--- src/rtl/rxfi_pkg.sv ---
package rxfi_pkg;
    localparam int WIN_W      = 6;
    localparam int BIT_TICKS  = 16;

    // threshold in characters for a selector code; single-register mode forces 1
    function automatic int unsigned trig_level(input logic [1:0] sel, input logic en);
        int unsigned lvl;
        case (sel)
            2'd0:    lvl = 1;
            2'd1:    lvl = 4;
            2'd2:    lvl = 8;
            default: lvl = 14;
        endcase
        return en ? lvl : 1;
    endfunction

    // four character times in bit periods: 4 * (start + data + parity + stop)
    function automatic logic [WIN_W-1:0] window_bits(input logic [1:0] wl);
        logic [WIN_W-1:0] char_bits;
        char_bits = {{(WIN_W-2){1'b0}}, wl} + WIN_W'(8);
        return char_bits << 2;
    endfunction
endpackage

--- src/rtl/rxfi_store.sv ---
module rxfi_store #(
    parameter int DEPTH  = 16,
    parameter int ENT_W  = 11,
    localparam int PTR_W = $clog2(DEPTH),
    localparam int CNT_W = $clog2(DEPTH + 1)
) (
    input  logic             clk,
    input  logic             rst_n,
    input  logic             flush,
    input  logic             cap_one,
    input  logic             push,
    input  logic [ENT_W-1:0] wdata,
    input  logic             pop,
    output logic [ENT_W-1:0] head,
    output logic [CNT_W-1:0] count,
    output logic             ovr,
    output logic             pushed,
    output logic             popped
);
    typedef struct packed {
        logic [DEPTH-1:0][ENT_W-1:0] mem;
        logic [PTR_W-1:0]            wr;
        logic [PTR_W-1:0]            rd;
        logic [CNT_W-1:0]            cnt;
        logic [ENT_W-1:0]            last;
        logic                        ovr;
    } store_t;

    store_t s_d, s_q;
    logic   full;

    always_comb begin
        s_d    = s_q;
        full   = cap_one ? (s_q.cnt != '0) : (s_q.cnt == CNT_W'(DEPTH));
        pushed = push && !full;
        popped = pop && (s_q.cnt != '0);
        if (flush) begin
            s_d.wr  = '0;
            s_d.rd  = '0;
            s_d.cnt = '0;
            s_d.ovr = 1'b0;
            pushed  = 1'b0;
            popped  = 1'b0;
        end else begin
            s_d.ovr = push && full;
            if (pushed) begin
                s_d.mem[s_q.wr] = wdata;
                s_d.wr = (s_q.wr == PTR_W'(DEPTH - 1)) ? '0 : s_q.wr + 1'b1;
            end
            if (popped) begin
                s_d.last = s_q.mem[s_q.rd];
                s_d.rd = (s_q.rd == PTR_W'(DEPTH - 1)) ? '0 : s_q.rd + 1'b1;
            end
            if (pushed && !popped) begin
                s_d.cnt = s_q.cnt + 1'b1;
            end else if (popped && !pushed) begin
                s_d.cnt = s_q.cnt - 1'b1;
            end
        end
    end

    always_ff @(posedge clk or negedge rst_n) begin
        if (!rst_n) begin
            s_q <= '0;
        end else begin
            s_q <= s_d;
        end
    end

    assign head  = (s_q.cnt != '0) ? s_q.mem[s_q.rd] : s_q.last;
    assign count = s_q.cnt;
    assign ovr   = s_q.ovr;
endmodule

--- src/rtl/rxfi_tmo.sv ---
module rxfi_tmo
    import rxfi_pkg::*;
#(
    parameter int TICKS  = BIT_TICKS,
    localparam int SUB_W = $clog2(TICKS)
) (
    input  logic             clk,
    input  logic             rst_n,
    input  logic             restart,
    input  logic             run,
    input  logic             tick,
    input  logic [WIN_W-1:0] window,
    output logic             expired
);
    typedef struct packed {
        logic [SUB_W-1:0] sub;
        logic [WIN_W-1:0] bits;
        logic             irq;
    } tmo_t;

    tmo_t t_d, t_q;

    always_comb begin
        t_d = t_q;
        if (restart || !run) begin
            t_d = '0;
        end else begin
            if (tick && (t_q.bits < window)) begin
                if (t_q.sub == SUB_W'(TICKS - 1)) begin
                    t_d.sub  = '0;
                    t_d.bits = t_q.bits + 1'b1;
                end else begin
                    t_d.sub = t_q.sub + 1'b1;
                end
            end
            if (t_q.bits >= window) begin
                t_d.irq = 1'b1;
            end
        end
    end

    always_ff @(posedge clk or negedge rst_n) begin
        if (!rst_n) begin
            t_q <= '0;
        end else begin
            t_q <= t_d;
        end
    end

    assign expired = t_q.irq;
endmodule

--- src/rtl/rx_fifo_irq_ctrl.sv ---
module rx_fifo_irq_ctrl
    import rxfi_pkg::*;
#(
    parameter int DEPTH   = 16,
    parameter int DATA_W  = 8,
    parameter int ERR_W   = 3,
    localparam int ENT_W  = DATA_W + ERR_W,
    localparam int OCC_W  = $clog2(DEPTH + 1)
) (
    input  logic              clk,
    input  logic              rst_n,
    input  logic              rx_push,
    input  logic [DATA_W-1:0] rx_char,
    input  logic [ERR_W-1:0]  rx_err,
    input  logic              rd_pop,
    input  logic              fifo_en,
    input  logic [1:0]        trig_sel,
    input  logic [1:0]        wlen_sel,
    input  logic              rcvr_rst,
    input  logic              baud_tick16,
    output logic [DATA_W-1:0] rd_char,
    output logic [ERR_W-1:0]  rd_err,
    output logic [OCC_W-1:0]  occupancy,
    output logic              data_ready,
    output logic              rx_data_irq,
    output logic              timeout_irq,
    output logic              overrun
);
    logic [ENT_W-1:0] head;
    logic [OCC_W-1:0] cnt;
    logic             pushed;
    logic             popped;
    logic [OCC_W-1:0] level;

    rxfi_store #(.DEPTH(DEPTH), .ENT_W(ENT_W)) u_store (
        .clk    (clk),
        .rst_n  (rst_n),
        .flush  (rcvr_rst),
        .cap_one(!fifo_en),
        .push   (rx_push),
        .wdata  ({rx_err, rx_char}),
        .pop    (rd_pop),
        .head   (head),
        .count  (cnt),
        .ovr    (overrun),
        .pushed (pushed),
        .popped (popped)
    );

    rxfi_tmo u_tmo (
        .clk    (clk),
        .rst_n  (rst_n),
        .restart(rcvr_rst || pushed || popped || rx_push),
        .run    (fifo_en && (cnt != '0)),
        .tick   (baud_tick16),
        .window (window_bits(wlen_sel)),
        .expired(timeout_irq)
    );

    always_comb begin
        level = OCC_W'(trig_level(trig_sel, fifo_en));
    end

    assign {rd_err, rd_char} = head;
    assign occupancy   = cnt;
    assign data_ready  = (cnt != '0);
    assign rx_data_irq = (cnt >= level);
endmodule

--- config.mk ---
export PLATFORM = sky130hd
export DESIGN_NAME = rx_fifo_irq_ctrl
export DESIGN_NICKNAME = d
export VERILOG_FILES = /design/src/rtl/rxfi_pkg.sv /design/src/rtl/rxfi_store.sv /design/src/rtl/rxfi_tmo.sv /design/src/rtl/rx_fifo_irq_ctrl.sv
export SDC_FILE = /design/constraint.sdc
export NUM_CORES = 1
export LEC_CHECK = 0
export CAP_MARGIN = 20
export CORE_MARGIN = 4
export CORE_UTILIZATION = 30
export DETAILED_ROUTE_END_ITERATION = 12
export GPL_TIMING_DRIVEN = 0
export PLACE_DENSITY_LB_ADDON = 0.3
export SETUP_SLACK_MARGIN = 0.05
export SLEW_MARGIN = 20
export SYNTH_ARGS = -nofsm -noshare
export SYNTH_HDL_FRONTEND = slang
export SYNTH_HIERARCHICAL = 1
export SYNTH_SLANG_ARGS = --single-unit
--- constraint.sdc ---
create_clock -name clk -period 5.8 [get_ports clk]
set_clock_uncertainty 0.1 [all_clocks]
set_input_delay 1.74 -clock clk [delete_from_list [all_inputs] [get_ports clk]]
set_output_delay 1.74 -clock clk [all_outputs]
set_load 0.01 [all_outputs]
==> results.py <==
metrics = {
    "status": {
        "status": "completed",
    },
    "floorplan": {
        "ios": 42,
        "die_area_um2": 39330,
        "die_h_um": 198.3,
        "die_w_um": 198.3,
        "row_count": 69,
        "core_um2": 35660,
        "initial_core_util_pct": 30.48,
    },
    "route": {
        "vias_per_cell": 5.018,
        "drt_iter0_drc": 346,
        "wl_per_cell_um": 18.28,
        "first_pass_iters": 5,
        "ant_nets": 0,
        "drc_errors": 0,
        "routed_wl_um": 25470,
        "num_vias": 6990,
    },
    "critical_path": {
        "worstPathCellList": "clkdlybuf4s50_1, o21ai_0, ha_1, nand2b_1, a2111oi_2, nor3_1, clkdlybuf4s50_1",
        "critPathMaxFanout": 3,
        "arrival_ns": 3.71,
        "crit_required_ns": 3.96,
        "crit_family": "buffers and inverters",
        "critPathBufInv": 2,
        "startpoint_type": "primary input",
        "path_class": "in2out",
        "worst_setup_path_end_kind": "output port",
        "cp_slowest_cell": "clkdlybuf4s50_1",
        "reg2reg_to": "u_tmo/t_q[9]",
        "crit_top_cell": "clkdlybuf4s50_1",
        "r2r_start": "u_store/count[1]",
        "rr_worst_depth": 10,
        "slowest_delay_ns": 0.50,
        "regToRegSetupSlack_ns": 2.12,
    },
    "synth": {
        "synth_top_area_share_pct": 48.82,
        "netlist_area_um2": 10870,
        "avgSynthCellArea_um2": 12.91,
        "netlist_instances": 842,
        "synth-async-reset-ratio_pct": 100.0,
        "ys_ff_latch": 212,
        "synth_area_leader_cell": "dfrtp_1",
        "ys_seq_area_share_pct": 48.82,
        "yosysWarnings": 6,
        "ys_top_cells_by_count": "dfrtp_1, mux2_2, mux2i_1",
        "synth.distinct_cells": 55,
        "synthTopCellsByArea": "dfrtp_1, mux2_2, mux2i_1",
        "ys.flop_type": "dfrtp_1",
        "synth-edff-count": 0,
        "yosysMostFrequentCell": "dfrtp_1",
    },
    "power": {
        "power.density_nw_per_um2": 388.3,
        "ir_drop_uv": 318.5,
        "leakagePower_uw": 0.005774,
    },
    "global_route": {
        "grt_overflow": 0,
        "antenna_found_initial": 0,
        "grt_pass1_wl_um": 41570,
        "grt_pass1_vias": 7529,
        "grt_max_degree": 78,
        "grt_usage_pct": 13.15,
    },
    "cells_and_area": {
        "fin_nets": 957,
        "fillers": 3496,
        "diodes": 0,
        "drive_gt1_share_pct": 32.51,
        "final_util_pct": 35.81,
        "final_cells": 1393,
        "area_growth_pct": 17.51,
        "final_area_um2": 12770,
    },
    "job": {
        "max-cap-violations": 0,
    },
    "worst_hold_path": {
        "min_from": "u_tmo/expired",
        "worstHoldPathType": "reg2reg",
        "hold_depth": 1,
        "min_to": "u_tmo/expired",
    },
    "clocking": {
        "cts_sinks": 212,
        "cts_tree": "yes",
        "clockRootBuffer": "clkbuf_16",
        "cts.path.max_buffers": 3,
        "clkTransAtPathRegs_ns": 0.06,
        "post_cts_buffers": 0,
        "hold_buffers": 0,
        "htreeDepth": 1,
        "cts_buffers": 25,
        "ctsResizeCount": 1,
        "clk_latency_ns": 0.52,
    },
    "place": {
        "placed_cells": 1348,
        "dpl_worst_slack_ns": 0.1927,
        "dp_hpwl_um": 17750,
        "port_buffers": 41,
        "globalplace.congestion": 0.8183,
        "dpl-instance-area_um2": 11920,
    },
    "sta": {
        "fin_crit_sh_pct": 95.74,
        "finalSetupViolCount": 0,
        "drv_slew": 0,
        "worst-slew-pin-transition_ns": 1.006,
        "hold_viol_final": 0,
        "rsz0062_at_grt": "yes",
        "relSlewSlack_pct": 32.30,
        "fmax_mhz": 180.1,
        "layout_setup_ws_ns": 0.2469,
        "final.min_clock_period_ns": 5.553,
    },
}
cell usage in the layout (no fill, tap or decap), types with 5 or more instances in the layout:
master and instances:
nand3_1 7, clkdlybuf4s50_1 39, inv_1 22, nand2_1 35, ha_1 20, clkbuf_1 43, o31ai_1 5, buf_2 8
o21ai_0 7, a21oi_1 28, mux2i_1 64, or4_1 6, mux2_2 187, nor4_1 9, clkbuf_8 9, nor2_1 27
buf_4 14, nand4_1 6, a22o_1 11, o221ai_1 11, nor2b_1 6, a221o_1 11, mux4_2 22, a21o_1 14
clkbuf_16 25, nor3_2 8, dfrtp_1 212, nand2b_1 10
worst max-delay path by stage:
stage                    start          endpoint  slack, ns  cells after the start
2_1_floorplan      trig_sel[0]       rx_data_irq       1.23                      5
3_3_place_gp             rst_n  u_store/count[3]      -6.46                      1
3_5_place_dp           fifo_en       rx_data_irq       0.19                      7
4_1_cts        u_store/s_q[18]         rd_err[1]       0.12                      8
5_1_grt            trig_sel[0]       rx_data_irq       0.04                      7
6_report           trig_sel[0]       rx_data_irq       0.25                      7
worst register-to-register path, delay by kind of cell, from the launching register on:
kind / cells / cell delay, ns
flip-flops: 1 / 0.43
buffers and inverters: 4 / 1.22
multiplexers: 1 / 0.15
AND/OR/NAND/NOR: 4 / 1.33
AO/OA/AOI/OAI: 1 / 0.38
power breakdown:
| group | switching [µW] | internal, µW |
|---|---|---|
| sequential | 111 | 1680 |
| clock | 632 | 954 |
| combinational | 832 | 752 |
layout make-up:
type | count | area [µm²] | share of cell area (%)
clock buffer | 38 | 764.5 | 5.987
multi-input combinational | 542 | 5146 | 40.30
tap | 461 | 576.8 | 4.517
sequential | 212 | 5305 | 41.54
clock inverter | 7 | 77.57 | 0.6075
buffer | 67 | 340.3 | 2.665
timing repair buffer | 43 | 473.0 | 3.704
inverter | 23 | 86.33 | 0.6761
state kept, by name, indices dropped and copies added (netlist names):
signal and count:
u_store/count 5, u_store/ovr 1, u_store/s_q 195, u_tmo/expired 1, u_tmo/t_q 10
cell families after synthesis:
logic type                 count (synthesis)  share of synthesized area, %
muxes                                    278                         30.39
and+or+nand+nor                          134                         7.093
AOI/OAI and AO/OA                        104                         7.173
xor gates and xnor gates                   1                       0.08061
adders and majority gates                 21                         2.487
DFF                                      212                         48.82
other                                      2                       0.06911
buffers and inverters                     90                         3.892
routing by layer:
metal / up-vias / global-route usage [%] / routed length [µm]
met4: 0 / 2.678 / 536
met2: 131 / 21.43 / 11700
met1: 3594 / 18.82 / 12100
met5: - / 0 / 0
met3: 37 / 1.889 / 1134
li1: 3228 / - / -
through the flow:
stage | hold WS [ns] | total power (µW) | TNS (ns)
floorplan | 0.3564 | 2798 | 0
global placement | 0.3693 | 3382 | -1363.41
detailed placement | 0.3798 | 3405 | 0
CTS | 0.3931 | 5025 | 0
global route | 0.4016 | 5237 | 0
finish | 0.3894 | 4958 | 0
(Power assumes the default switching activity.)
